$ cat config.mk
export PLATFORM = sky130hd
export DESIGN_NAME = i2cs_top
export DESIGN_NICKNAME = d
export VERILOG_FILES = /design/src/rtl/i2cs_pkg.sv /design/src/rtl/i2cs_sync.sv /design/src/rtl/i2cs_addr_match.sv /design/src/rtl/i2cs_top.sv
export SDC_FILE = /design/constraint.sdc
export NUM_CORES = 1
export LEC_CHECK = 0
export CAP_MARGIN = 20
export CELL_PAD_IN_SITES_DETAIL_PLACEMENT = 1
export CELL_PAD_IN_SITES_GLOBAL_PLACEMENT = 2
export CORE_ASPECT_RATIO = 1.1
export CORE_MARGIN = 5
export CORE_UTILIZATION = 37
export CTS_CLUSTER_DIAMETER = 60
export CTS_CLUSTER_SIZE = 16
export DETAILED_ROUTE_END_ITERATION = 10
export GPL_TIMING_DRIVEN = 0
export PLACE_DENSITY = 0.77
export SLEW_MARGIN = 20
export SYNTH_ARGS = -nofsm -noshare
export SYNTH_HDL_FRONTEND = slang
export SYNTH_HIERARCHICAL = 1
export SYNTH_SLANG_ARGS = --single-unit
$ cat constraint.sdc
create_clock -name clk -period 3 [get_ports clk]
set_input_delay 0.75 -clock clk [delete_from_list [all_inputs] [get_ports clk]]
set_output_delay 0.75 -clock clk [all_outputs]
set_load 0.03 [all_outputs]
$ cat src/rtl/i2cs_pkg.sv
package i2cs_pkg;

    localparam int RA_W = 3;

    localparam logic [RA_W-1:0] RG_CTRL = RA_W'(0);
    localparam logic [RA_W-1:0] RG_OWN  = RA_W'(1);
    localparam logic [RA_W-1:0] RG_ALT  = RA_W'(2);
    localparam logic [RA_W-1:0] RG_DATA = RA_W'(3);
    localparam logic [RA_W-1:0] RG_STAT = RA_W'(4);

    typedef enum logic [3:0] {
        ST_IDLE  = 4'd0,
        ST_ADDR  = 4'd1,
        ST_AACK  = 4'd2,
        ST_AHOLD = 4'd3,
        ST_RX    = 4'd4,
        ST_RHOLD = 4'd5,
        ST_RACK  = 4'd6,
        ST_TX    = 4'd7,
        ST_TACK  = 4'd8,
        ST_THOLD = 4'd9
    } state_e;

endpackage

$ cat src/rtl/i2cs_sync.sv
module i2cs_sync #(
    parameter int   STAGES  = 2,
    parameter logic RST_VAL = 1'b1
) (
    input  logic clk,
    input  logic rst_n,
    input  logic din,
    output logic level,
    output logic rise,
    output logic fall
);
    logic [STAGES-1:0] chain_d, chain_q;
    logic              prev_d, prev_q;

    always_comb begin
        chain_d = {chain_q[STAGES-2:0], din};
        prev_d  = chain_q[STAGES-1];
    end

    always_ff @(posedge clk or negedge rst_n) begin
        if (!rst_n) begin
            chain_q <= {STAGES{RST_VAL}};
            prev_q  <= RST_VAL;
        end else begin
            chain_q <= chain_d;
            prev_q  <= prev_d;
        end
    end

    assign level = chain_q[STAGES-1];
    assign rise  = level & ~prev_q;
    assign fall  = ~level & prev_q;

endmodule

$ cat src/rtl/i2cs_addr_match.sv
module i2cs_addr_match #(
    parameter int AW = 7
) (
    input  logic [AW-1:0] rx_addr,
    input  logic [AW-1:0] own_addr,
    input  logic [AW-1:0] alt_addr,
    input  logic          dual_mode,
    output logic          hit
);
    logic [AW-1:0] bit_ok;

    for (genvar i = 0; i < AW; i++) begin : g_bit
        assign bit_ok[i] = (rx_addr[i] == own_addr[i]) | alt_addr[i];
    end

    always_comb begin
        if (dual_mode) hit = (rx_addr == own_addr) || (rx_addr == alt_addr);
        else           hit = &bit_ok;
    end

endmodule

$ cat src/rtl/i2cs_top.sv
module i2cs_top
    import i2cs_pkg::*;
#(
    parameter int ADDR_W      = 7,
    parameter int SYNC_STAGES = 2
) (
    input  logic              clk,
    input  logic              rst_n,
    input  logic              scl_i,
    input  logic              sda_i,
    output logic              scl_low_o,
    output logic              sda_low_o,
    input  logic [RA_W-1:0]   reg_addr,
    input  logic              reg_wr,
    input  logic              reg_rd,
    input  logic [ADDR_W:0]   reg_wdata,
    output logic [ADDR_W:0]   reg_rdata
);
    localparam int BW = ADDR_W + 1;
    localparam int CW = $clog2(BW + 1);

    typedef struct packed {
        state_e            st;
        logic [CW-1:0]     cnt;
        logic [BW-1:0]     sh;
        logic [BW-1:0]     data;
        logic [ADDR_W-1:0] own;
        logic [ADDR_W-1:0] alt;
        logic              dual;
        logic              smart;
        logic              nack_sel;
        logic              dif;
        logic              hold;
        logic              aif;
        logic              dir;
        logic              mack;
        logic              nack_act;
        logic              stretch;
    } regs_t;

    regs_t d, q;

    logic scl_lv, scl_rise, scl_fall;
    logic sda_lv, sda_rise, sda_fall;
    logic hit, start_det, stop_det, data_acc, release_ev;
    logic [BW-1:0] tx_sh;

    i2cs_sync #(.STAGES(SYNC_STAGES), .RST_VAL(1'b1)) i_sync_scl (
        .clk(clk), .rst_n(rst_n), .din(scl_i),
        .level(scl_lv), .rise(scl_rise), .fall(scl_fall)
    );

    i2cs_sync #(.STAGES(SYNC_STAGES), .RST_VAL(1'b1)) i_sync_sda (
        .clk(clk), .rst_n(rst_n), .din(sda_i),
        .level(sda_lv), .rise(sda_rise), .fall(sda_fall)
    );

    i2cs_addr_match #(.AW(ADDR_W)) i_match (
        .rx_addr(q.sh[BW-1:1]), .own_addr(q.own), .alt_addr(q.alt),
        .dual_mode(q.dual), .hit(hit)
    );

    assign start_det  = sda_fall & scl_lv & ~scl_rise;
    assign stop_det   = sda_rise & scl_lv & ~scl_rise;
    assign data_acc   = (reg_wr | reg_rd) && (reg_addr == RG_DATA);
    assign release_ev = (reg_wr && reg_addr == RG_STAT && reg_wdata[0]) || (q.smart && data_acc);
    assign tx_sh      = q.data << q.cnt;

    always_comb begin
        d = q;
        d.stretch = q.hold;

        if (reg_wr) begin
            case (reg_addr)
                RG_CTRL: {d.smart, d.nack_sel} = reg_wdata[1:0];
                RG_OWN:  d.own = reg_wdata[BW-1:1];
                RG_ALT:  {d.alt, d.dual} = reg_wdata;
                RG_DATA: d.data = reg_wdata;
                default: ;
            endcase
        end

        if (release_ev) begin
            d.dif  = 1'b0;
            d.hold = 1'b0;
            d.aif  = 1'b0;
        end

        case (q.st)
            ST_ADDR: begin
                if (scl_rise && q.cnt != CW'(BW)) begin
                    d.sh  = {q.sh[BW-2:0], sda_lv};
                    d.cnt = q.cnt + CW'(1);
                end else if (scl_fall && q.cnt == CW'(BW)) begin
                    d.cnt = '0;
                    d.dir = q.sh[0];
                    d.st  = hit ? ST_AACK : ST_IDLE;
                end
            end
            ST_AACK: if (scl_fall) begin
                d.st   = ST_AHOLD;
                d.hold = 1'b1;
                d.aif  = 1'b1;
            end
            ST_AHOLD: if (release_ev) begin
                d.st  = q.dir ? ST_TX : ST_RX;
                d.cnt = '0;
            end
            ST_RX: begin
                if (scl_rise && q.cnt != CW'(BW)) begin
                    d.sh  = {q.sh[BW-2:0], sda_lv};
                    d.cnt = q.cnt + CW'(1);
                end else if (scl_fall && q.cnt == CW'(BW)) begin
                    d.data = q.sh;
                    d.dif  = 1'b1;
                    d.hold = 1'b1;
                    d.cnt  = '0;
                    d.st   = ST_RHOLD;
                end
            end
            ST_RHOLD: if (release_ev) begin
                d.st       = ST_RACK;
                d.nack_act = q.nack_sel;
            end
            ST_RACK: if (scl_fall) begin
                d.cnt = '0;
                d.st  = q.nack_act ? ST_IDLE : ST_RX;
            end
            ST_TX: if (scl_fall) begin
                if (q.cnt == CW'(BW - 1)) begin
                    d.cnt = '0;
                    d.st  = ST_TACK;
                end else begin
                    d.cnt = q.cnt + CW'(1);
                end
            end
            ST_TACK: begin
                if (scl_rise) d.mack = ~sda_lv;
                if (scl_fall) begin
                    d.dif = 1'b1;
                    if (q.mack) begin
                        d.hold = 1'b1;
                        d.st   = ST_THOLD;
                    end else begin
                        d.st = ST_IDLE;
                    end
                end
            end
            ST_THOLD: if (release_ev) begin
                d.st  = ST_TX;
                d.cnt = '0;
            end
            default: ;
        endcase

        if (start_det) begin
            d.st   = ST_ADDR;
            d.cnt  = '0;
            d.hold = 1'b0;
            d.aif  = 1'b0;
        end else if (stop_det) begin
            d.st   = ST_IDLE;
            d.cnt  = '0;
            d.hold = 1'b0;
            d.aif  = 1'b0;
        end
    end

    always_ff @(posedge clk or negedge rst_n) begin
        if (!rst_n) q <= '0;
        else        q <= d;
    end

    assign scl_low_o = q.stretch;
    assign sda_low_o = (q.st == ST_AACK)
                     | (q.st == ST_RACK && !q.nack_act)
                     | (q.st == ST_TX && !tx_sh[BW-1]);

    always_comb begin
        case (reg_addr)
            RG_CTRL: reg_rdata = {{(BW-2){1'b0}}, q.smart, q.nack_sel};
            RG_OWN:  reg_rdata = {q.own, 1'b0};
            RG_ALT:  reg_rdata = {q.alt, q.dual};
            RG_DATA: reg_rdata = q.data;
            RG_STAT: reg_rdata = {{(BW-4){1'b0}}, q.aif, q.dir, q.hold, q.dif};
            default: reg_rdata = '0;
        endcase
    end

    AST_STOP_TO_IDLE: assert property (@(posedge clk) disable iff (!rst_n)
        stop_det |=> (q.st == ST_IDLE && !q.hold));

    AST_START_TO_ADDR: assert property (@(posedge clk) disable iff (!rst_n)
        start_det |=> (q.st == ST_ADDR && q.cnt == '0 && !q.hold));

    AST_MISS_NO_DRIVE: assert property (@(posedge clk) disable iff (!rst_n)
        (q.st == ST_ADDR && scl_fall && q.cnt == CW'(BW) && !hit) |=> (!sda_low_o && q.st == ST_IDLE));

    AST_HOLD_IN_WAIT: assert property (@(posedge clk) disable iff (!rst_n)
        q.hold |-> (q.st inside {ST_AHOLD, ST_RHOLD, ST_THOLD}));

    AST_RELEASE_CLEARS: assert property (@(posedge clk) disable iff (!rst_n)
        (q.hold && release_ev && !start_det && !stop_det) |=> (!q.hold && !q.dif && !q.aif));

    AST_FULL_MASK_HITS: assert property (@(posedge clk) disable iff (!rst_n)
        (!q.dual && (&q.alt) && q.st == ST_ADDR && scl_fall && q.cnt == CW'(BW)) |=> (q.st == ST_AACK));

endmodule

### After elaboration in Yosys (flattened, before gate mapping)

Cells that the tools add are included.
Widths: inputs -> output; s select.

| operators by class | value |
|---|---|
| multipliers | 0 |
| muxes and demuxes | 44 |
| reductions and logical operators | 26 |
| $add $sub $neg | 1 |
| shift operators | 1 |
| divide/modulo/power cells | 0 |
| order comparisons | 0 |
| bitwise logic cells | 24 |
| equality and inequality tests | 39 |

Operator list:

| cell | count |
|---|---|
| $mux 8 | 13 |
| $ne 4x4->1 const B | 13 |
| $mux 4 | 10 |
| $pmux 8 s5 | 1 |
| $pmux 4 s9 | 1 |
| $mux 25 | 1 |
| $pmux 4 s6 | 1 |
| $eq 4x3->1 const B | 5 |
| $mux 2 | 9 |
| $eq 7x7->1 | 2 |
| $reduce_and 7->1 | 2 |
| $reduce_and 13->1 | 1 |
| $eq 4x4->1 const B | 3 |
| $reduce_and 2->1 | 6 |
| $reduce_bool 11->1 | 1 |
| $ne 5x5->1 const B | 2 |
| $or 1x1->1 | 10 |
| $and 1x1->1 | 8 |
| $eq 4x2->1 const B | 2 |
| $logic_and 1x1->1 | 8 |
| $reduce_bool 8->1 | 1 |
| $shl 8x4->8 | 1 |
| $eq 1x1->1 | 7 |
| $mux 7 | 1 |
| 15 further kinds | 26 |

| word-level totals | value |
|---|---|
| memories kept | 0 |
| latch bits | 0 |
| memory bits (read-only) | 0 |
| register bits after elaboration | 54 |
| logic and storage cells | 155 |
| memory bits (writable) | 0 |

### Depth between registers and ports, before layout

| logic depth | value |
|---|---|
| word-level depth | 10 |
| mapped depth | 9 |

### By module

The synthesis kept the hierarchy.

By module, submodules not included:

| module | area each (um^2) | cells an instance | instances | sequential area each (um^2) |
|---|---|---|---|---|
| i2cs_top | 2817.7 | 271 | 1 | 1201.2 |
| i2cs_addr_match | 211.5 | 29 | 1 | 0.0 |
| i2cs_sync | 93.8 | 5 | 2 | 78.8 |

### Worst setup path before layout

No wires, ideal clock.

| timing | value |
|---|---|
| path kind | input to output |
| from | in reg_addr[0] |
| to | out reg_rdata[1] |
| arrival | 2.082 ns |
| buffers on the path | 2 |
| path slack | 0.168 ns |
| cell stages on the path | 5 |
| path through | buf_4 -> clkbuf_1 -> nor2b_1 -> a22oi_1 -> o22ai_1 |

| on the way | value |
|---|---|
| word-level cells in the longest chain between the ends | 2 |

RTL lines:

| item | RTL line | RTL |
|---|---|---|
| from (decl) | i2cs_top.sv:13 | `input logic [RA_W-1:0] reg_addr,` |
| $eq 3x3->1, or another cell as far along | i2cs_top.sv:180 | `case (reg_addr)` |
| $pmux 8 s5 * | i2cs_top.sv:180 |  |
| to (decl) | i2cs_top.sv:17 | `output logic [ADDR_W:0] reg_rdata` |

Mark *: on every way between the ends. The rest lies on a longest branch, timed or not.

### Worst setup path in the final report

| timing | value |
|---|---|
| from | in reg_addr[1] |
| to | out reg_rdata[0] |

The elaborated chain is that of the path after synthesis.

==> run metrics <==
initial drt markers=51; Via Count=2470; Pwr per Cell Area=760.4 nW/um^2; Synth cell types=62; syn_nets=329; core box area=8452 sq um; FF-to-FF path depth=9; Netlist Area Pre-Place=3217 sq um; Fin Setup TNS=0 ns; Yosys top cell area share=37.34%; endpoints failing setup=0; Worst Hold Class=reg -> reg; synth top area cells=dfrtp_1 (37%), mux2_2 (9.5%), mux2i_1 (5.3%); EDFF count, synth=0; first-pass detailed-route iteration total=4; Seq cells post-synth=54; H-tree depth=2; post-detail-place hpwl=6433 microns; maximum clock rate=344.1 MHz; critical path data required time=2.25 ns; post-route ant nets=0; Final Slew Violations=0; Final Hold Fails=0; Clock Tree Buf Depth=2; Pleak=1.656 nW; reg-to-reg endpoint=q[45]$_DFFE_PN0P_; Syn Inst Count=310; number of global-route vias before repair=2602; ys async rst share=100.0%; YS warnings=6; final instance area=3744 sq um; worst setup path end=reg_rdata[0]; fin crit share=96.87%; Num CTS Buffers=5; Most used DFF post-synth=dfrtp_1; Design Power=2.847 mW; RSZ-0062 raised after global routing=no; Filler Cell Count=942; WL/cell=18.87 microns; Rel. slew slack=44.45%; post-layout util=44.29%; Avg Inst Size Synth=10.38 sq um; gp weighted congestion=0.8378; Port Buffers=25; CTS tree=done; Crit path arrival time=2.16 ns; Die Y-Extent=107.8 microns; commonest cells in the netlist=dfrtp_1 (48), nor2_1 (37), mux2_2 (27), a21oi_1 (23), mux2i_1 (17); P&R area growth vs syn=16.37%; max cap viols=0; minimum clock period=2.906 ns; DRC errors left=0; Global Route Usage Sum=16.79%; io pins=27; Placed Area=3603 sq um; layout cells sized above 1=25.36%; residual overflow from global routing=0; Die X=98.91 microns; Site Rows=35; crit start category=primary input; Clock Latency Late Sink=0.31 ns; Root Buffer=clkbuf_8; final wirelength=8568 microns; Tightest Pin Transition=0.8296 ns; outcome=complete, no violations; die area=10660 sq um; Antenna Cells=0; number of antenna violations at the first check in global routing=0; type of the worst setup path=in -> out; count leader, synth=dfrtp_1; Worst setup EP type=output port; Nets=361; Max Clock Skew=0.01022 ns; Worst R2R Start=q[33]$_DFFE_PN0P_; post-place setup slack=-0.8294 ns; crit-path max FO=10; Initial Util=38.06%; hold buffers post-CTS=0; Reg clk slew, reported paths=0.10 ns; vias per cell=5.441; Sink Count=54; Crit. Startpoint=reg_addr[1]; largest net degree at the start of global routing=55; Synth area leader=dfrtp_1; final worst-path setup slack=0.09389 ns; post-CTS setup buffer count=0; first-pass GRT wire length=14210 microns; Max VDD drop=0.2770 mV; sequential fraction of the synthesis area=42.24%; Worst R2R Setup Slack=0.58 ns
==> cell families (layout without fill, tap and decap cells) <==
kind of cell,count (synthesis),in the layout,synth area share (%)
xor gates and xnor gates,16,16,4.356
and+or+nand+nor,95,95,16.65
adders and majority gates,2,2,0.7778
muxes,49,49,17.19
AOI/OAI and AO/OA,70,70,15.56
buffers and inverters,24,57,3.228
DFF,54,54,42.24
==> worst max-delay path, stage by stage <==
cell and delay, ns:
clkdlybuf4s50_1 0.54, buf_6 0.18, mux2i_1 0.19, nor2_1 0.05, a31oi_1 0.14, o22ai_1 0.10
buf_2 0.20
==> timing repair <==
action | in CTS | in global routing
pin swaps | 0 | 0
endpoints found under the setup margin | 9 | 9
resized for setup | 37 | 15
==> registers in the layout (all words and copies together), names as in the netlist <==
signal and cells:
i_sync_scl/chain_q 2, i_sync_scl/prev_q 1, d 1, i_sync_sda/chain_q 2, q 46, scl_low_o 1
i_sync_sda/prev_q 1
==> how the worst min path moves through the flow <==
stage / slack (ns) / cells past startpoint / startpoint / end
global placement: 0.35 / 0 / i_sync_sda/chain_q[0]$_DFF_PN1_ / i_sync_sda/chain_q[1]$_DFF_PN1_
floorplan: 0.35 / 0 / i_sync_scl/chain_q[0]$_DFF_PN1_ / i_sync_scl/chain_q[1]$_DFF_PN1_
CTS: 0.37 / 0 / i_sync_scl/chain_q[0]$_DFF_PN1_ / i_sync_scl/chain_q[1]$_DFF_PN1_
finish: 0.37 / 0 / i_sync_scl/chain_q[0]$_DFF_PN1_ / i_sync_scl/chain_q[1]$_DFF_PN1_
detailed placement: 0.35 / 0 / i_sync_scl/chain_q[0]$_DFF_PN1_ / i_sync_scl/chain_q[1]$_DFF_PN1_
global route: 0.37 / 0 / i_sync_sda/chain_q[0]$_DFF_PN1_ / i_sync_sda/chain_q[1]$_DFF_PN1_
==> report_power, final <==
part	switching, mW	internal (mW)
registers	0.236	0.921
logic	0.587	0.520
clock network	0.248	0.334
total	1.07	1.77
==> metal layers <==
| metal | track usage [%] | part of all wire [%] | vias up |
|---|---|---|---|
| li1 | - | - | 1182 |
| met1 | 22.43 | 46 | 1228 |
| met2 | 28.07 | 49 | 45 |
| met3 | 2.463 | 2.4 | 15 |
| met4 | 4.976 | 2.1 | 0 |
| met5 | 0 | 0 | - |
==> layout make-up <==
cell class | instances | area [sq um] | area share (%)
plain buffers | 12 | 77.57 | 2.072
clock buffers | 5 | 68.82 | 1.838
clock inverters | 3 | 68.82 | 1.838
inverters | 12 | 45.04 | 1.203
multi-input cells | 232 | 1772 | 47.33
flip-flops and latches | 54 | 1360 | 36.33
well taps | 111 | 138.9 | 3.710
repair buffers | 25 | 212.7 | 5.682
==> placed cells by master (no fill, tap or decap), types with 3 or more instances in the layout <==
| cell type | netlist | final |
|---|---|---|
| inv_1 | 12 | 12 |
| xnor2_1 | 8 | 8 |
| nor2_1 | 37 | 37 |
| buf_4 | 2 | 6 |
| clkbuf_2 | 0 | 6 |
| o21ai_1 | 3 | 3 |
| buf_2 | 2 | 3 |
| dfrtp_1 | 48 | 47 |
| mux2_1 | 3 | 3 |
| nor4_1 | 4 | 4 |
| nand3_1 | 3 | 3 |
| a31oi_1 | 5 | 5 |
| o21ai_0 | 4 | 4 |
| o22ai_1 | 6 | 4 |
| mux2_2 | 27 | 27 |
| nand3b_1 | 3 | 3 |
| o211ai_1 | 4 | 4 |
| a22oi_1 | 4 | 4 |
| nor2b_1 | 7 | 5 |
| clkbuf_8 | 0 | 6 |
| nand2_1 | 12 | 12 |
| o22ai_2 | 1 | 3 |
| a21oi_1 | 23 | 23 |
| xor2_1 | 8 | 8 |
| dfstp_2 | 6 | 6 |
| mux2i_1 | 17 | 17 |
| nand2b_1 | 5 | 5 |
| nor3_1 | 4 | 4 |
| clkdlybuf4s50_1 | 0 | 14 |
| a22o_1 | 4 | 4 |
| clkbuf_1 | 6 | 4 |
| nand4b_1 | 3 | 3 |
==> through the flow <==
step           hold WS [ns]  instances
2_1_floorplan        0.3452        310
3_3_place_gp         0.3460        446
3_5_place_dp         0.3487        446
4_1_cts              0.3709        454
5_1_grt              0.3691        454
6_report             0.3652        454
(Power assumes the default switching activity.)
